$ cat config.mk
export PLATFORM = sky130hd
export DESIGN_NAME = keyed_wdog
export DESIGN_NICKNAME = d
export VERILOG_FILES = /design/src/rtl/keyed_wdog_pkg.sv /design/src/rtl/keyed_wdog_prescale.sv /design/src/rtl/keyed_wdog_decode.sv /design/src/rtl/keyed_wdog.sv
export SDC_FILE = /design/constraint.sdc
export NUM_CORES = 1
export LEC_CHECK = 0
export ABC_AREA = 1
export BUFFER_PORTS_ARGS = -buffer_cell sky130_fd_sc_hd__buf_2
export CAP_MARGIN = 25
export CORE_AREA = 2 2 65 67
export DETAILED_ROUTE_END_ITERATION = 6
export DIE_AREA = 0 0 67 69
export PLACE_DENSITY = 0.77
export SYNTH_ARGS = -nofsm -noshare
export SYNTH_HDL_FRONTEND = slang
export SYNTH_SLANG_ARGS = --single-unit
export TNS_END_PERCENT = 20
$ cat constraint.sdc
create_clock -name clk -period 1.3 [get_ports clk]
set_input_delay 0.13 -clock clk [delete_from_list [all_inputs] [get_ports clk]]
set_output_delay 0.13 -clock clk [all_outputs]
set_load 0.1 [all_outputs]
$ cat src/rtl/keyed_wdog_pkg.sv
package keyed_wdog_pkg;

  localparam int CNT_W = 8;

  typedef struct packed {
    logic       tme;    // count enable
    logic       wdog;   // 1: watchdog, 0: interval
    logic       rkind;  // reset type
    logic       wovf;   // watchdog overflow flag
    logic       iovf;   // interval overflow flag
    logic [2:0] cks;    // rate select
  } csr_t;

  function automatic int unsigned div_shift(input logic [2:0] sel);
    case (sel)
      3'd0:    div_shift = 0;
      3'd1:    div_shift = 2;
      3'd2:    div_shift = 4;
      3'd3:    div_shift = 5;
      3'd4:    div_shift = 6;
      3'd5:    div_shift = 8;
      3'd6:    div_shift = 10;
      default: div_shift = 12;
    endcase
  endfunction

endpackage

$ cat src/rtl/keyed_wdog_prescale.sv
module keyed_wdog_prescale
  import keyed_wdog_pkg::*;
#(
  parameter int PRE_W = 12
) (
  input  logic       clk,
  input  logic       rst_n,
  input  logic [2:0] cks,
  output logic       tick
);

  logic [PRE_W-1:0] pre_q, pre_d;
  logic [PRE_W-1:0] one_sh, mask;

  always_comb begin
    pre_d  = pre_q + PRE_W'(1);
    one_sh = PRE_W'(1) << div_shift(cks);
    mask   = one_sh - PRE_W'(1);
    tick   = &(pre_q | ~mask);
  end

  always_ff @(posedge clk or negedge rst_n) begin
    if (!rst_n) pre_q <= '0;
    else        pre_q <= pre_d;
  end

endmodule

$ cat src/rtl/keyed_wdog_decode.sv
module keyed_wdog_decode #(
  parameter int         ADDR_W  = 8,
  parameter logic [7:0] CNT_OFS = 8'h84,
  parameter logic [7:0] CSR_OFS = 8'h86,
  parameter logic [7:0] CNT_KEY = 8'h5A,
  parameter logic [7:0] CSR_KEY = 8'hA5
) (
  input  logic              clk,
  input  logic              rst_n,
  input  logic [ADDR_W-1:0] addr,
  input  logic [3:0]        be,
  input  logic [15:0]       wdata,
  input  logic              we,
  output logic              cnt_wr,
  output logic              csr_wr,
  output logic [7:0]        wbyte
);

  localparam logic [3:0] HALF_BE = 4'b0011;

  logic half_ok;

  always_comb begin
    half_ok = we && (be == HALF_BE);
    cnt_wr  = half_ok && (addr == ADDR_W'(CNT_OFS)) && (wdata[15:8] == CNT_KEY);
    csr_wr  = half_ok && (addr == ADDR_W'(CSR_OFS)) && (wdata[15:8] == CSR_KEY);
    wbyte   = wdata[7:0];
  end

  // non-halfword transfers never reach a register
  p_size_gate_r1: assert property (@(posedge clk) disable iff (!rst_n)
    (be != HALF_BE) |-> (!cnt_wr && !csr_wr));

  // at most one register is written per transfer
  p_one_target_r2: assert property (@(posedge clk) disable iff (!rst_n)
    !(cnt_wr && csr_wr));

endmodule

$ cat src/rtl/keyed_wdog.sv
module keyed_wdog
  import keyed_wdog_pkg::*;
#(
  parameter int         ADDR_W  = 8,
  parameter int         PRE_W   = 12,
  parameter logic [7:0] CNT_OFS = 8'h84,
  parameter logic [7:0] CSR_OFS = 8'h86,
  parameter logic [7:0] CNT_KEY = 8'h5A,
  parameter logic [7:0] CSR_KEY = 8'hA5
) (
  input  logic              clk,
  input  logic              rst_n,
  input  logic [ADDR_W-1:0] bus_addr,
  input  logic [3:0]        bus_be,
  input  logic [15:0]       bus_wdata,
  input  logic              bus_we,
  output logic [15:0]       bus_rdata,
  input  logic              standby,
  input  logic              wake,
  output logic              wdt_irq,
  output logic              wdt_rst_req,
  output logic              wdt_rst_kind,
  output logic              clk_release
);

  localparam logic [CNT_W-1:0] CNT_MAX = '1;

  // reset: asserted asynchronously, released on a clock edge
  logic [1:0] rs_q;
  logic       rst_s;

  always_ff @(posedge clk or negedge rst_n) begin
    if (!rst_n) rs_q <= 2'b00;
    else        rs_q <= {rs_q[0], 1'b1};
  end
  assign rst_s = rs_q[1];

  logic       tick, cnt_wr, csr_wr;
  logic [7:0] wbyte;

  keyed_wdog_prescale #(.PRE_W(PRE_W)) u_pre (
    .clk  (clk),
    .rst_n(rst_s),
    .cks  (csr_q.cks),
    .tick (tick)
  );

  keyed_wdog_decode #(
    .ADDR_W (ADDR_W),
    .CNT_OFS(CNT_OFS),
    .CSR_OFS(CSR_OFS),
    .CNT_KEY(CNT_KEY),
    .CSR_KEY(CSR_KEY)
  ) u_dec (
    .clk   (clk),
    .rst_n (rst_s),
    .addr  (bus_addr),
    .be    (bus_be),
    .wdata (bus_wdata),
    .we    (bus_we),
    .cnt_wr(cnt_wr),
    .csr_wr(csr_wr),
    .wbyte (wbyte)
  );

  logic [CNT_W-1:0] cnt_q, cnt_d;
  csr_t             csr_q, csr_d;
  logic             settle_q, settle_d;
  logic             rreq_q, rreq_d;
  logic             rel_q, rel_d;
  logic             run, step, ovf;

  // next state
  always_comb begin
    run  = csr_q.tme | settle_q;
    step = run & tick;
    ovf  = step & (cnt_q == CNT_MAX);

    cnt_d = cnt_q;
    if (step)   cnt_d = cnt_q + CNT_W'(1);
    if (cnt_wr) cnt_d = wbyte;

    csr_d = csr_q;
    if (ovf && !settle_q) begin
      if (csr_q.wdog) csr_d.wovf = 1'b1;
      else            csr_d.iovf = 1'b1;
    end
    if (csr_wr) csr_d = csr_t'(wbyte);

    rreq_d = ovf & ~settle_q & csr_q.wdog;
    rel_d  = ovf & settle_q;

    settle_d = settle_q;
    if (settle_q) begin
      if (ovf) settle_d = 1'b0;
    end else if (standby && wake) begin
      settle_d = 1'b1;
    end
  end

  // registers
  always_ff @(posedge clk or negedge rst_s) begin
    if (!rst_s) begin
      cnt_q    <= '0;
      csr_q    <= '0;
      settle_q <= 1'b0;
      rreq_q   <= 1'b0;
      rel_q    <= 1'b0;
    end else begin
      cnt_q    <= cnt_d;
      csr_q    <= csr_d;
      settle_q <= settle_d;
      rreq_q   <= rreq_d;
      rel_q    <= rel_d;
    end
  end

  always_comb begin
    if (bus_addr == ADDR_W'(CNT_OFS))      bus_rdata = {8'h00, cnt_q};
    else if (bus_addr == ADDR_W'(CSR_OFS)) bus_rdata = {8'h00, csr_q};
    else                                   bus_rdata = 16'h0000;
  end

  assign wdt_irq      = csr_q.iovf;
  assign wdt_rst_req  = rreq_q;
  assign wdt_rst_kind = csr_q.rkind;
  assign clk_release  = rel_q;

  // no enable, no settling, no write -> counter holds
  p_idle_hold_r5: assert property (@(posedge clk) disable iff (!rst_s)
    (!run && !cnt_wr) |=> $stable(cnt_q));

  // interval flag rises only with the counter wrapped to zero
  p_wrap_r7: assert property (@(posedge clk) disable iff (!rst_s)
    ($rose(csr_q.iovf) && !$past(csr_wr)) |-> (cnt_q == '0 || $past(cnt_wr)));

  // reset request is a single-cycle pulse
  p_rst_pulse_r8: assert property (@(posedge clk) disable iff (!rst_s)
    wdt_rst_req |=> !wdt_rst_req);

  // reset request comes with the watchdog flag set
  p_rst_flag_r8: assert property (@(posedge clk) disable iff (!rst_s)
    wdt_rst_req |-> (csr_q.wovf || $past(csr_wr)));

  // clock release is a single-cycle pulse with the counter wrapped
  p_release_pulse_r10: assert property (@(posedge clk) disable iff (!rst_s)
    clk_release |=> !clk_release);

  p_release_wrap_r10: assert property (@(posedge clk) disable iff (!rst_s)
    clk_release |-> (cnt_q == '0 || $past(cnt_wr)));

endmodule

# Word-level counts from Yosys, hierarchy flattened
# Index checks and enable logic that the tools add are counted.
[op_classes]
n_shift = 1
add_sub_neg = 3
eq_ne = 13
reduce_logical = 15
mux = 12
n_bitwise = 9
[op_table]
columns = ["cell", "n"]
rows = [
  ["== test 8 bit (second input constant)", 4],
  ["case mux 4 bit (7 select lines)", 1],
  ["2-to-1 mux 8 bit", 3],
  ["2-to-1 mux 16 bit", 1],
  ["adder 12 x 1 -> 12 bit (second input constant)", 1],
  ["inverter 12 bit", 1],
  ["bitwise OR 12 bit", 1],
  ["AND reduction 12 bit", 1],
  ["left shift 1 x 4 -> 12 bit (first input constant)", 1],
  ["subtractor 12 x 1 -> 12 bit (second input constant)", 1],
  ["== test 3 bit (second input constant)", 3],
  ["adder 8 x 1 -> 8 bit (second input constant)", 1],
  ["== test 8 x 7 -> 1 bit (second input constant)", 1],
  ["logical AND 1 bit", 7],
  ["== test 3 x 2 -> 1 bit (second input constant)", 2],
  ["nonzero test 2 bit", 3],
  ["AND 1 bit", 5],
  ["2-to-1 mux 1 bit", 5],
  ["2-to-1 mux 5 bit", 1],
  ["== test 4 x 2 -> 1 bit (second input constant)", 1],
  ["AND reduction 2 bit", 2],
  ["== test 3 x 1 -> 1 bit (second input constant)", 1],
  ["zero test 3 bit", 1],
  ["2-to-1 mux 2 bit", 1],
  ["other kinds (4)", 4],
]
[totals]
out_inout_bits = 20
ff_bits = 33
in_bits = 33

# Logic depth before layout (Yosys ltp)
# Gate-level depths: netlist (run 1).
[logic_depth]
depth_word = 12
ltp_mapped = 13

# Hierarchy
# From an unflattened synthesis (run 1), not the netlist that was laid out.
[hier_totals]
hier_cells = 303
area_unflattened_um2 = 2123.3
[modules_own_cells]
columns = ["mod", "cells_each", "area_each_um2", "instances"]
rows = [
  ["keyed_wdog", 154, 1166.1, 1],
  ["keyed_wdog_prescale", 102, 743.2, 1],
  ["keyed_wdog_decode", 47, 214.0, 1],
]

# Worst setup path after synthesis (run 1)
# Ideal clock, no wire load.
[synth_timing]
path_type = "input-to-output"
start = "input port bus_addr[0]"
end = "output port bus_rdata[0]"
required_time_ns = 1.170
stages = 5
path_slack_ns = -1.699
t_arrival_ns = 2.869
path_buffers = 0
cell_sequence = "nor2_1 -> nand2_1 -> nor3_4 -> inv_1 -> o21ai_0"
[synth_via]
elab_chain_cells = 3
[synth_rtl]
columns = ["element", "line_no", "source"]
rows = [
  ["from (decl)", "keyed_wdog.sv:13", "input logic [ADDR_W-1:0] bus_addr,"],
  ["== test 8 bit", "keyed_wdog.sv:120", "else if (bus_addr == ADDR_W'(CSR_OFS)) bus_rdata = {8'h00, csr_q};"],
  ["2-to-1 mux 8 bit", "keyed_wdog.sv:120", ""],
  ["2-to-1 mux 16 bit *", "keyed_wdog.sv:119", "if (bus_addr == ADDR_W'(CNT_OFS)) bus_rdata = {8'h00, cnt_q};"],
  ["to (decl)", "keyed_wdog.sv:17", "output logic [15:0] bus_rdata,"],
]
# Every way passes the cells marked *; elsewhere a longest branch is shown, timed or not.

# Worst setup path after layout (run 1)
[layout_timing]
start = "register csr_q[1] (netlist bit)"
end = "register cnt_q[0]"
[layout_via]
elab_chain_cells = 9
[layout_rtl]
columns = ["element", "line_no", "source"]
rows = [
  ["from (decl)", "keyed_wdog.sv:67", "csr_t csr_q, csr_d;"],
  ["from (signal assigned)", "keyed_wdog.sv:111", "csr_q <= csr_d;"],
  ["== test 3 bit (tied with other cells)", "keyed_wdog_pkg.sv:15", "case (sel)"],
  ["case mux 4 bit (7 select lines) *", "keyed_wdog_pkg.sv:15", ""],
  ["left shift 1 x 4 -> 12 bit *", "keyed_wdog_prescale.sv:17", "one_sh = PRE_W'(1) << div_shift(cks);"],
  ["subtractor 12 x 1 -> 12 bit *", "keyed_wdog_prescale.sv:18", "mask = one_sh - PRE_W'(1);"],
  ["inverter 12 bit *", "keyed_wdog_prescale.sv:19", "tick = &(pre_q | ~mask);"],
  ["bitwise OR 12 bit *", "keyed_wdog_prescale.sv:19", ""],
  ["AND reduction 12 bit *", "keyed_wdog_prescale.sv:19", ""],
  ["AND 1 bit *", "keyed_wdog.sv:76", "step = run & tick;"],
  ["nonzero test 2 bit (no source line) *", "n/a", ""],
  ["to (signal assigned)", "keyed_wdog.sv:110", "cnt_q <= cnt_d;"],
  ["to (decl)", "keyed_wdog.sv:66", "logic [CNT_W-1:0] cnt_q, cnt_d;"],
]
# Marks and branches as above.
# A chain may end at the register's enable or synchronous reset.

==> results of run 1 <==
==> repair_timing <==
action / 4_1_cts / 5_1_grt
setup endpoints to repair: 26 / 27
endpoints found under the hold margin: 2 / 0
hold buffers: 1 / 0
pin swaps: 3 / 6
setup buffers: 1 / 4
resized for setup: 8 / 6
==> per-layer routing <==
layer  GRT usage  vias up
li1            -      942
met1       0.288      863
met2       0.402       65
met3      0.0473       13
met4      0.0907        0
met5           0        -
==> Yosys cell counts <==
library cell               count  area (µm²)
sky130_fd_sc_hd__nand2_1      51         191
sky130_fd_sc_hd__dfrtp_1      33         826
sky130_fd_sc_hd__inv_1        32         120
sky130_fd_sc_hd__nor2_1       27         101
sky130_fd_sc_hd__nand3_1      18        90.1
sky130_fd_sc_hd__xor2_1       12         105
sky130_fd_sc_hd__buf_4         8        60.1
sky130_fd_sc_hd__o21ai_2       7        61.3
sky130_fd_sc_hd__a21oi_1       6        30.0
sky130_fd_sc_hd__o21ai_0       6        30.0
sky130_fd_sc_hd__o21ai_1       5        25.0
sky130_fd_sc_hd__o22ai_1       4        25.0
sky130_fd_sc_hd__ha_1          3        37.5
sky130_fd_sc_hd__nand4_1       3        18.8
sky130_fd_sc_hd__nor3_1        3        15.0
sky130_fd_sc_hd__xnor2_1       3        26.3
sky130_fd_sc_hd__buf_6         2        22.5
sky130_fd_sc_hd__conb_1        2        7.51
sky130_fd_sc_hd__inv_2         2        7.51
sky130_fd_sc_hd__nand3_4       2        35.0
sky130_fd_sc_hd__a22o_1        1        8.76
sky130_fd_sc_hd__a31oi_1       1        6.26
sky130_fd_sc_hd__nand3_2       1        10.0
sky130_fd_sc_hd__nand3b_1      1        7.51
sky130_fd_sc_hd__nor2_2        1        6.26
sky130_fd_sc_hd__nor2_4        1        11.3
sky130_fd_sc_hd__nor3_2        1        10.0
sky130_fd_sc_hd__nor3_4        1        16.3
sky130_fd_sc_hd__nor4_4        1        21.3
sky130_fd_sc_hd__o21ai_4       1        16.3
sky130_fd_sc_hd__or2_2         1        6.26
==> power groups by stage <==
stage / Combinational, W / Clock (W) / Sequential, W
after global placement: 0.000702 / 0 / 0.00121
after detailed placement: 0.000720 / 0 / 0.00121
final: 0.000748 / 0.000862 / 0.00120
after floorplan: 0.000484 / 0 / 0.00121
after global routing: 0.000834 / 0.000918 / 0.00121
after CTS: 0.000730 / 0.000869 / 0.00120
==> final cells by class <==
cell class / count / area share
Clock buffer: 7 / 0.0331
Clock inverter: 1 / 0.00172
Inverter: 34 / 0.0439
Multi-Input combinational cell: 171 / 0.369
Sequential cell: 33 / 0.285
Tap cell: 50 / 0.0215
Timing Repair Buffer: 92 / 0.246
==> flip-flops by register name, summed over array words and instances (netlist names) <==
name and cells:
csr_q 6, wdt_rst_req 1, rs_q 2, clk_release 1, u_pre.pre_q 12, cnt_q 8
wdt_irq 1, settle_q 1, wdt_rst_kind 1
==> cells by family after synthesis <==
group / Yosys count / synth area share
and+or+nand+nor: 112 / 0.276
buffers and inverters: 44 / 0.107
DFF: 33 / 0.422
adders and majority gates: 3 / 0.0192
AOI/OAI and AO/OA: 31 / 0.104
xor gates and xnor gates: 15 / 0.0672
other: 2 / 0.00384
==> metrics by stage <==
| stage | hold slack (ps) | util | std cells | TNS [ps] |
|---|---|---|---|---|
| floorplan | -166 | - | 248 | -3890 |
| global placement | -86.1 | 0.694 | 374 | -6470 |
| detailed placement | -80.3 | 0.694 | 374 | -8110 |
| CTS | 91.5 | 0.731 | 384 | -6940 |
| global route | 93.3 | 0.744 | 388 | -11840 |
| finish | 92.4 | 0.744 | 388 | -8980 |
==> cells in the final DEF (no fill, tap or decap), types with 4 or more instances in the layout <==
cell type / instances
sky130_fd_sc_hd__o21ai_2: 7
sky130_fd_sc_hd__nor2_1: 23
sky130_fd_sc_hd__nand2_2: 5
sky130_fd_sc_hd__nor2_2: 5
sky130_fd_sc_hd__clkbuf_8: 7
sky130_fd_sc_hd__buf_12: 9
sky130_fd_sc_hd__inv_1: 32
sky130_fd_sc_hd__conb_1: 10
sky130_fd_sc_hd__xor2_1: 12
sky130_fd_sc_hd__dfrtp_1: 31
sky130_fd_sc_hd__nand2_1: 46
sky130_fd_sc_hd__o21ai_0: 4
sky130_fd_sc_hd__o21ai_1: 5
sky130_fd_sc_hd__a21oi_1: 5
sky130_fd_sc_hd__buf_4: 46
sky130_fd_sc_hd__nand3_1: 16
sky130_fd_sc_hd__buf_2: 36
sky130_fd_sc_hd__o22ai_4: 4
==> worst max path at each step <==
| stage | from | endpoint | slack, ps | depth (start not counted) |
|---|---|---|---|---|
| 2_1_floorplan | bus_addr[0] | bus_rdata[2] | -340 | 5 |
| 3_3_place_gp | csr_q[0]$_DFFE_PN0P_ | cnt_q[0]$_DFFE_PN0P_ | -460 | 10 |
| 3_5_place_dp | csr_q[0]$_DFFE_PN0P_ | cnt_q[6]$_DFFE_PN0P_ | -540 | 11 |
| 4_1_cts | csr_q[0]$_DFFE_PN0P_ | cnt_q[6]$_DFFE_PN0P_ | -510 | 11 |
| 5_1_grt | csr_q[1]$_DFFE_PN0P_ | cnt_q[0]$_DFFE_PN0P_ | -810 | 11 |
| 6_report | csr_q[1]$_DFFE_PN0P_ | cnt_q[0]$_DFFE_PN0P_ | -680 | 11 |
==> critical path: cells and delay by family (launching register included) <==
family | cells | cell delay [ps]
adders and majority gates | 1 | 290
AOI/OAI and AO/OA | 2 | 320
DFF | 1 | 390
and+or+nand+nor | 7 | 750
buffers and inverters | 1 | 150
==> impl.org, run 1 <==
** Outcome
- The flow ran to the end, but the final reports show violations.
- The checks that failed: negative setup slack.

** Setup path
- Walking the worst path, the cells encountered are nor2_2 -> nand2_1 -> ha_1 -> or2_2 -> nand2_2 -> nor2_2 -> nand3_2 -> o21ai_4 -> buf_4 -> nand2_1 -> o21ai_0.
- The endpoint identified for the worst register-to-register timing path is cnt_q[0]$_DFFE_PN0P_.
- In this run the critical register-to-register path is launched from csr_q[1]$_DFFE_PN0P_.
- Type of destination of the critical path :: flip-flop
- At the worst endpoint, the arrival time is 2180 ps.
- Maximum cell stage delay along the critical path :: 390 ps
- Launching element type of the critical path :: flip-flop
- Among all stages on the critical path, the largest delay is contributed by sky130_fd_sc_hd__dfrtp_1.
- Category of the most critical setup path :: flip-flop to flip-flop
- Worst r2r path cells :: 11
- CP required :: 1500 ps
- R2r setup slk :: -680 ps
- Along the worst path, the maximum fanout reaches 4.

** Yosys
- Summing every instance area after synthesis gives 1960 µm².
- Yosys printed 0 warnings.
- Fraction of the yosys area taken by sequential cells :: 0.422
- In this run, distinct cell masters in the synthesized netlist total 31.
- Mapped Avg Cell Area :: 8.15 µm²
- The cell count after synthesis came out at 240.
- Synthesis inferred 33 register bits.

** Hold path
- Min-Delay Path Class :: input pin to flip-flop
- The startpoint identified for the worst hold timing path is wake.
- The worst hold path was traced through 3 stages.
- Endpoint of the worst hold path :: settle_q$_DFF_PN0_

** Final layout
- Of the cells placed in the final design, the portion with a size suffix greater than 1 is 0.417.
- After routing the design area is 2910 µm².
- In the final layout, the multi-input gates occupy 1070 µm².
- 0 antenna diodes ended up in the layout.
- Relative to the synthesized area, the layout overhead comes to 48.8%.
- The final layout contains 373 nets.
- Sequential Area :: 828 µm²
- Filler cell count :: 284

** Floorplan
- In this run the core area contains 23 standard-cell rows.
- Total die area :: 4620 µm²
- For this design the top-level I/O count stands at 53.
- Starting Density :: 0.500
- The die is 69 µm tall.
- Floorplan die width :: 67 µm
- Total core area :: 3910 µm²

** Routing
- Signal routing reaches up to met4.
- Summed over all nets, wire length on met2 after detailed routing comes to 2410 µm.
- For this run, design rule violations remaining after detail routing come to 0.
- The routed layout has 1883 vias.
- Detailed-routing iteration count for the pre-antenna-repair pass :: 4
- Final antenna-violating net count :: 0
- In the final routing, the length of wire on met1 measures 2010 µm.
- Met3 WL :: 293 µm
- The first routing iteration left 88 violations.
- Dividing the detail-routed via count by the number of cells gives 4.85.
- DRT Wirelength :: 4830 µm
- After detailed routing, the average wire length per cell comes to 12.4 µm.

** Place
- Placement Cell Area :: 2720 µm²
- The wire-length estimate of the detail-placed layout is 3510 µm.
- DP Worst Slack :: -541 ps
- The congestion estimate from routability-driven global placement came to 0.886.
- Number of buffer cells added on primary ports :: 44

** CTS
- The clock passes through at most 2 buffers.
- Clock-pin slew was measured on the worst setup and hold paths at 70 ps.
- The H-tree was split into 2 levels.
- Buffer cell driving the clock tree root :: sky130_fd_sc_hd__clkbuf_8
- Clk_lat worst skew :: 290 ps
- Counting the buffers created by CTS gives 5.
- CTS saw 33 sinks.
- TritonCTS built the clock tree.

** STA
- Number of pins exceeding their max-slew limit in the final report :: 0
- Final setup viols :: 25
- Fin Clk Skew :: 9.27 ps
- For this run, the top clock speed supported by timing is 504 MHz.
- Dividing the final minimum period by the clock period gives 1.53.
- Setup slack on the critical path of the routed design comes to -684 ps.
- Setup repair after global routing missed its margin :: yes
- Final period demand of the worst path :: 1980 ps
- The final hold violation count was 0.

** Power
- Total internal power :: 0.00189 W
- Of the total power, the share spent switching nets is 0.327.
- The worst-case IR drop observed on VDD is 624 µV.
- The share of total power dissipated in combinational logic is 0.266.
- Clock group share of total power :: 0.307
- Net load switching power :: 0.000921 W
- Part of the total power dissipated in sequential elements :: 0.427
- In this run the static leakage power is 1.49 nW.
- Total power draw :: 0.00281 W
- Areal power density over the cells :: 966 nW/µm²

** Global route
- The number of global-route vias before repair came to 1918.
- For this run, the total global-route usage over all layers was measured as 0.236.
- Antenna violations before repair :: 0
- The first global-routing pass estimated 8410 µm of wire.
- Total grt overflow :: 0
- Entering global routing, the biggest net connects 32 pins.

** Job
- The tool flagged a number of max-cap violations equal to 0.
Power figures use the tool's default switching activity.
==> run 2: changes to the inputs <==
--- a/config.mk
+++ b/config.mk
@@ -12,6 +12,7 @@
 export DETAILED_ROUTE_END_ITERATION = 6
 export DIE_AREA = 0 0 67 69
 export PLACE_DENSITY = 0.77
+export REMOVE_ABC_BUFFERS = 1
 export SYNTH_ARGS = -nofsm -noshare
 export SYNTH_HDL_FRONTEND = slang
 export SYNTH_SLANG_ARGS = --single-unit
==> run 2 against run 1 <==
The flow still finishes with violations (negative setup slack). First-iteration DRC count grew 10%. Sequential share of layout area rose by 0.35 points. Non-clock buffer count down 3. Die area stayed put. Largest cell class unchanged. Power rose by 7.1%. Clock-buffer cell count fell by 1.
==> impl.org, run 2 (synthesis gave the netlist of run 1 again) <==
** Final layout
- Commonest non-fill, non-tap cells in the layout :: 48 x sky130_fd_sc_hd__nand2_1, 40 x sky130_fd_sc_hd__buf_4, 36 x sky130_fd_sc_hd__buf_2 (was 46 x sky130_fd_sc_hd__nand2_1, 46 x sky130_fd_sc_hd__buf_4, 36 x sky130_fd_sc_hd__buf_2)
- Layout area overhead :: 46.6% (was 48.8%)
- Max FFs per register :: 12 (unchanged)
- Leaving out fill and tap cells, the most frequent cell in the layout is sky130_fd_sc_hd__nand2_1.
- Register containing the most flip-flops in the final layout :: u_pre.pre_q (unchanged)
- The net count reported at finish came to 370 (was 373).
- ANT cells :: 0 (unchanged)
- The share of post-route cells with drive strength above 1 is 0.400 (was 0.417).
- The count of placed standard cells in the final layout, fillers left out is 385 (was 388).
- Post-route cell area :: 2870 µm² (was 2910 µm²)
- Largest regs :: u_pre.pre_q: 12 flops, cnt_q: 8 flops, csr_q: 6 flops (unchanged)

** Setup path
- Cell family with the largest share of critical-path delay :: simple AND/OR/NAND/NOR gates (unchanged)
- The highest net fanout along the worst path came to 6 (was 4).
- The arrival time of the worst setup path is 2030 ps (was 2180 ps).
- The class of the most critical setup path was flip-flop to flip-flop (unchanged).
- Crit path buffers/inverters :: 0 (was 1)
- The stage delay of the slowest cell on the critical path is 390 ps (about the same).
- The slowest library cell on the worst path is sky130_fd_sc_hd__dfrtp_1 (unchanged).
- Launching element type of the critical path :: flip-flop (unchanged)
- Among the stages of the critical path, the cell type that occurs most often is sky130_fd_sc_hd__nor2_2.
- Chain of cells forming the critical path :: nor2_2 -> nand2_1 -> ha_1 -> or2_4 -> nand2_2 -> nor2_2 -> nand3_2 -> nor2_4 -> nand4_1 -> a21oi_1 (was nor2_2 -> nand2_1 -> ha_1 -> or2_2 -> nand2_2 -> nor2_2 -> nand3_2 -> o21ai_4 -> buf_4 -> nand2_1 -> o21ai_0)
- Type of destination of the critical path :: flip-flop (unchanged)
- CP required :: 1520 ps (was 1500 ps)

** STA
- Final setup viols :: 23 (was 25)
- The final hold violation count is 0 (unchanged).
- Highest clock rate :: 550 MHz (was 504 MHz)
- Number of pins exceeding their max-slew limit in the final report :: 0 (unchanged)
- Final period demand of the worst path :: 1820 ps (was 1980 ps)
- The worst path setup slack after routing came to -518 ps (was -684 ps).
- Fin Clk Skew :: 8.21 ps (was 9.27 ps)
- Setup repair after global routing missed its margin: yes (unchanged).
- The final critical-path share of the clock period is 1.40 (was 1.53).

** Power
- Worst supply voltage drop on vdd :: 856 µV (was 624 µV)
- Total power draw :: 0.00301 W (was 0.00281 W)
- The power per cell area is 1050 nW/µm² (was 966 nW/µm²).
- Static leakage power :: 1.48 nW (was 1.49 nW)

** Place
- The global placement routability congestion is 0.882 (was 0.886).
- Estimated wirelength of the detail-placed design :: 3650 µm (was 3510 µm)
- The worst slack at placement came to -498 ps (was -541 ps).
- The post-placement cell area came to 2610 µm² (was 2720 µm²).
- The total of buffers placed on input and output ports is 44 (unchanged).
- Dpl cells :: 372 (was 374)

** CTS
- Number of clock sinks :: 33 (unchanged)
- The clock latency of the later-clocked register in the worst-skew pair was 290 ps (about the same).
- The clock-pin slew reported for the worst setup and hold paths after clock tree synthesis is 80 ps (was 70 ps).
- Buffer cell driving the clock tree root :: sky130_fd_sc_hd__clkbuf_8 (unchanged)
- TritonCTS clock tree :: done (unchanged)
- Maximum buffer depth of the clock tree :: 2 (unchanged)
- Number of buffers added by the clock tree synthesis step :: 5 (unchanged)
- The H-tree depth is 2 (unchanged).

** Routing
- The number of nets with antenna violations after routing was 0 (unchanged).
- DRC violation total after the first TritonRoute iteration :: 97 (was 88)
- Drc violations :: 0 (unchanged)
- The total iterations of the first detailed-routing run was 4 (unchanged).
- The total via count after detailed routing came to 1863 (was 1883).
- The detailed-route wire length per cell came to 12.4 µm (about the same).
- Via density :: 4.84 (was 4.85)
- DRT Wirelength :: 4770 µm (was 4830 µm)

** Outcome
- Outcome :: finished with violations (unchanged)
- Violated checks: negative setup slack (unchanged).

** Floorplan
- The die width was 67 µm (unchanged).
- The I/O pin count was 53 (unchanged).
- Total die area :: 4620 µm² (unchanged)
- The initial core utilization came to 0.500 (unchanged).
- The number of placement rows was 23 (unchanged).
- The placeable core area is 3910 µm² (unchanged).
- Die height :: 69 µm (unchanged)

** Global route
- Overall global routing resource usage :: 0.227 (was 0.236)
- The remaining global-route overflow was 0 (unchanged).
- Wire length of the first global-routing pass :: 8090 µm (was 8410 µm)
- Largest net degree at the start of global routing :: 32 (unchanged)
- Number of global-route vias before repair :: 1977 (was 1918)
- The initial antenna violation count came to 0 (unchanged).

** Job
- Number of violations of the max-capacitance limit :: 0 (unchanged)

** Hold path
- The path category of the worst min-delay check was input pin to flip-flop (unchanged).
[run 2: changes by cell type in the layout (fill, tap and decap cells not counted), moves of 3 or more]
| cell | previous run | this run |
|---|---|---|
| sky130_fd_sc_hd__o21ai_1 | 5 | 8 |
| sky130_fd_sc_hd__buf_6 | 0 | 4 |
| sky130_fd_sc_hd__buf_4 | 46 | 40 |
| sky130_fd_sc_hd__inv_2 | 2 | 6 |
| sky130_fd_sc_hd__inv_1 | 32 | 28 |
[run 2: final cells by class]
| cell class | instances | area, µm² |
|---|---|---|
| clock inverters | 2 | 37.5 |
| inverters | 34 | 128 |
| well taps | 50 | 62.6 |
| fillers | 313 | 1050 |
| clock buffers | 6 | 82.6 |
| multi-input cells | 171 | 1030 |
| flip-flops and latches | 33 | 826 |
| repair buffers | 89 | 696 |
[run 2: where the power goes]
| group | switching (W) | total, W | internal [W] |
|---|---|---|---|
| clock | 0.000411 | 0.00103 | 0.000623 |
| sequential | 0.0000755 | 0.00119 | 0.00112 |
| combinational | 0.000455 | 0.000784 | 0.000329 |
[run 2: tightest hold or removal path: stages]
cell and delay [ps]:
sky130_fd_sc_hd__buf_2 100, sky130_fd_sc_hd__inv_1 80, sky130_fd_sc_hd__o21ai_2 60
[run 2: path summary, 6_finish.rpt]
kind	from	to	slack [ps]	depth (start not counted)
min in group asynchronous	rst_n	rs_q[1]$_DFF_PN0_	130	2
setup / recovery	csr_q[1]$_DFFE_PN0P_	csr_q[4]$_DFFE_PN0P_	-520	10
setup reg to reg	csr_q[1]$_DFFE_PN0P_	csr_q[4]$_DFFE_PN0P_	-520	10
max in group asynchronous	rs_q[1]$_DFF_PN0_	u_pre.pre_q[3]$_DFF_PN0_	740	1
hold reg to reg	rs_q[1]$_DFF_PN0_	csr_q[0]$_DFFE_PN0P_	260	1
hold / removal	bus_wdata[5]	wdt_rst_kind$_DFFE_PN0P_	100	3
[run 2: routing by layer]
layer  wire length [µm]  global-route usage  vias to the layer above
met5                  0                   0                        -
met4                 44              0.0567                        0
met3                205              0.0587                        5
met2               2620               0.425                       47
met1               1900               0.246                      874
li1                   -                   -                      937
[run 2: what timing repair did]
action	CTS	global route
pin swaps	2	5
setup endpoints to repair	26	27
resized for setup	18	12
setup buffers	3	1
hold endpoints to repair	2	0
hold buffers	1	0
[run 2: through the flow]
step	hold WS, ps	utilization	setup TNS [ps]
5_1_grt	110	0.732	-9660
6_report	105	0.732	-7140
4_1_cts	107	0.721	-6800
3_5_place_dp	-83.9	0.666	-8070
3_3_place_gp	-85.7	0.666	-5750
2_1_floorplan	-166	-	-14890
==> run 3: changes to the inputs <==
--- a/config.mk
+++ b/config.mk
@@ -11,6 +11,7 @@
 export CORE_AREA = 2 2 65 67
 export DETAILED_ROUTE_END_ITERATION = 6
 export DIE_AREA = 0 0 67 69
+export MAX_ROUTING_LAYER = met4
 export PLACE_DENSITY = 0.77
 export REMOVE_ABC_BUFFERS = 1
 export SYNTH_ARGS = -nofsm -noshare
==> run 3 against run 2 <==
The flow still finishes with violations (negative setup slack). Clock power fell by 31%. Final cell count is 0.78% lower. Clock-buffer cell count is 1 lower. Setup slack better by 3.3 ps. Critical path depth grew 1. Power decreased by 12%. First-iteration DRC count up 1.0%. Sequential power hardly changed.
==> impl.org, run 3 (synthesis gave the netlist of run 1 again) <==
** Floorplan
- Total core area :: 3910 µm² (unchanged)
- The initial core utilization came to 0.500 (unchanged).
- Total die area :: 4620 µm² (unchanged)
- The die width is 67 µm (unchanged).
- Count of boundary I/O pins :: 53 (unchanged)
- The number of placement rows came to 23 (unchanged).
- Die height :: 69 µm (unchanged)

** Global route
- The initial antenna violation count is 0 (unchanged).
- Number of global-route vias before repair :: 1847 (was 1977)
- The global-route usage over all layers is 0.219 (was 0.227).
- The pin count of the biggest net entering global routing was 32 (unchanged).
- The remaining global-route overflow is 0 (unchanged).
- The wire length of the first global-routing pass is 7560 µm (was 8090 µm).

** Setup path
- The first element of the critical path is csr_q[1]$_DFFE_PN0P_ (unchanged).
- Slowest cell on the critical path :: sky130_fd_sc_hd__dfrtp_1 (unchanged)
- The endpoint required time on the critical path is 1470 ps (was 1520 ps).
- Chain of cells forming the critical path :: nor2_2 -> nand2_1 -> ha_1 -> or2_4 -> nand2_2 -> nor2_2 -> nand3_2 -> o21ai_4 -> inv_2 -> nand2_1 -> nand3_1 (was nor2_2 -> nand2_1 -> ha_1 -> or2_4 -> nand2_2 -> nor2_2 -> nand3_2 -> nor2_4 -> nand4_1 -> a21oi_1)
- CP Capture Point :: cnt_q[3]$_DFFE_PN0P_ (was csr_q[4]$_DFFE_PN0P_)
- The startpoint of the lowest-slack register-to-register path is csr_q[1]$_DFFE_PN0P_ (unchanged).
- The depth of the worst register-to-register path is 11 (was 10).
- Worst reg2reg endpoint :: cnt_q[3]$_DFFE_PN0P_ (was csr_q[4]$_DFFE_PN0P_)
- The register-to-register setup slack was -520 ps (about the same).
- The class of the most critical setup path is flip-flop to flip-flop (unchanged).
- The element type at the critical path end is a flip-flop (unchanged).
- Arrival time at the worst endpoint :: 1980 ps (was 2030 ps)
- Maximum cell stage delay along the critical path :: 390 ps (about the same)
- Launching element type of the critical path :: flip-flop (unchanged)
- The highest net fanout along the worst path is 5 (was 6).

** Final layout
- The layout-stage area growth over the synthesis result is 42.8% (was 46.6%).
- The total area of multi-input combinational cells is 1020 µm² (was 1030 µm²).
- The net count reported at finish was 369 (was 370).
- Largest regs :: u_pre.pre_q: 12 flops, cnt_q: 8 flops, csr_q: 6 flops (unchanged)
- The register name with the most flops is u_pre.pre_q (unchanged).
- ANT cells :: 0 (unchanged)
- Commonest non-fill, non-tap cells in the layout :: 46 x sky130_fd_sc_hd__nand2_1, 41 x sky130_fd_sc_hd__buf_4, 36 x sky130_fd_sc_hd__buf_2 (was 48 x sky130_fd_sc_hd__nand2_1, 40 x sky130_fd_sc_hd__buf_4, 36 x sky130_fd_sc_hd__buf_2)
- Most frequent standard cell in the layout excluding fill and tap cells :: sky130_fd_sc_hd__nand2_1 (unchanged)
- Max FFs per register :: 12 (unchanged)
- Core occupancy in the finished layout :: 0.714 (was 0.732)
- The share of post-route cells with drive strength above 1 was 0.395 (was 0.400).
- The register area is 827 µm² (was 826 µm²).
- The number of filler cells placed in the layout is 326 (was 313).

** Routing
- DRT Wirelength :: 4510 µm (was 4770 µm)
- The remaining design rule violation count came to 0 (unchanged).
- Post-detailed-route wirelength per cell :: 11.8 µm (was 12.4 µm)
- Via density :: 4.77 (was 4.84)
- Final antenna-violating net count :: 0 (unchanged)
- The total via count after detailed routing was 1822 (was 1863).
- The total iterations of the first detailed-routing run came to 4 (unchanged).
- DRC violation total after the first TritonRoute iteration :: 98 (was 97)

** Place
- The total of buffers placed on input and output ports came to 44 (unchanged).
- Estimated wirelength of the detail-placed design :: 3490 µm (was 3650 µm)
- GPL Wtd Cong :: 0.902 (was 0.882)

** Outcome
- Violated checks :: negative setup slack (unchanged)
- Outcome :: finished with violations (unchanged)

** CTS
- Number of clock sinks :: 33 (unchanged)
- Maximum buffer depth of the clock tree :: 2 (unchanged)
- Buffer cell driving the clock tree root :: sky130_fd_sc_hd__clkbuf_8 (unchanged)
- Clock transition time at the flip-flop clock pins of the worst setup and hold paths :: 60 ps (was 80 ps)
- Count of H-tree levels built during CTS :: 2 (unchanged)
- The clock latency of the later-clocked register in the worst-skew pair was 280 ps (was 290 ps).
- TritonCTS clock tree :: done (unchanged)
- Number of buffers added by the clock tree synthesis step :: 5 (unchanged)

** Power
- The post-layout total power came to 0.00264 W (was 0.00301 W).
- Worst supply voltage drop on vdd :: 745 µV (was 856 µV)
- The power per cell area came to 946 nW/µm² (was 1050 nW/µm²).
- The leakage dissipation came to 1.45 nW (was 1.48 nW).

** STA
- Fin Setup TNS :: -7100 ps (was -7140 ps)
- The fmax was 551 MHz (was 550 MHz).
- Number of pins exceeding their max-slew limit in the final report :: 0 (unchanged)
- The worst clock skew on the final layout came to 3.50 ps (was 8.21 ps).
- Final setup viols :: 24 (was 23)
- Setup repair after global routing missed its margin :: yes (unchanged)
- Worst Slack Setup Final :: -515 ps (was -518 ps)
- Post-route clock period utilization :: 1.40 (about the same)
- The final hold violation count came to 0 (unchanged).
- The worst-case hold slack was 113 ps (was 105 ps).
- The shortest period the worst path allows was 1820 ps (about the same).

** Hold path
- Min-Delay Path Class :: input pin to flip-flop (unchanged)

** Job
- Number of violations of the max-capacitance limit :: 0 (unchanged)
-- run 3: changes by cell type in the layout (fill, tap and decap cells not counted), moves of 2 or more --
cell	delta
sky130_fd_sc_hd__buf_6	-2
sky130_fd_sc_hd__inv_1	+2
sky130_fd_sc_hd__inv_2	-2
sky130_fd_sc_hd__nand2_1	-2
sky130_fd_sc_hd__nand2_2	+2
sky130_fd_sc_hd__o21ai_1	-2
-- run 3: area by class of cell --
class                   count  area share
clock inverters             1     0.00179
multi-input cells         171       0.366
repair buffers             88       0.244
flip-flops and latches     33       0.296
well taps                  50      0.0224
inverters                  34      0.0457
clock buffers               5      0.0246
-- run 3: where the power goes --
part / internal [W] / switching, W
clock: 0.000352 / 0.000355
combinational: 0.000312 / 0.000432
sequential: 0.00112 / 0.0000714
-- run 3: how the worst min path moves through the flow --
stage / startpoint / end / slack [ps] / cells past startpoint
after floorplan: rst_n / rs_q[0]$_DFF_PN0_ / -170 / 0
after global placement: rst_n / rs_q[0]$_DFF_PN0_ / -90 / 1
after detailed placement: rst_n / rs_q[0]$_DFF_PN0_ / -80 / 1
after CTS: wake / settle_q$_DFF_PN0_ / 110 / 3
after global routing: bus_wdata[4] / csr_q[4]$_DFFE_PN0P_ / 130 / 3
final: bus_wdata[4] / csr_q[4]$_DFFE_PN0P_ / 110 / 3
-- run 3: layer usage --
| metal | global-route usage | routed length, µm | up-vias |
|---|---|---|---|
| met5 | - | 0 | - |
| met4 | 0.0499 | 64 | 0 |
| met3 | 0.0506 | 181 | 12 |
| met2 | 0.391 | 2370 | 46 |
| met1 | 0.242 | 1900 | 834 |
| li1 | - | - | 930 |
-- run 3: stage by stage --
step / area (µm²) / std cells / setup slack, ps
2_1_floorplan: 1900 / 238 / -1700
6_report: 2790 / 382 / -515
5_1_grt: 2790 / 382 / -639
3_3_place_gp: 2610 / 372 / -424
4_1_cts: 2770 / 380 / -498
3_5_place_dp: 2610 / 372 / -501
-- run 3: timing repair --
item                                   CTS  global route
hold buffers                             1             0
buffers inserted                         1             2
setup endpoints to repair               25            27
endpoints found under the hold margin    2             0
pin swaps                                2             4
resized for setup                       22             3
-- run 3: critical path, delay by kind of cell, from the launching register on --
kind | cells | cell delay (ps)
AO/OA/AOI/OAI | 1 | 220
adder cells (fa/ha/maj) | 1 | 290
buffers and inverters | 1 | 90
flip-flops | 1 | 390
AND/OR/NAND/NOR | 8 | 720
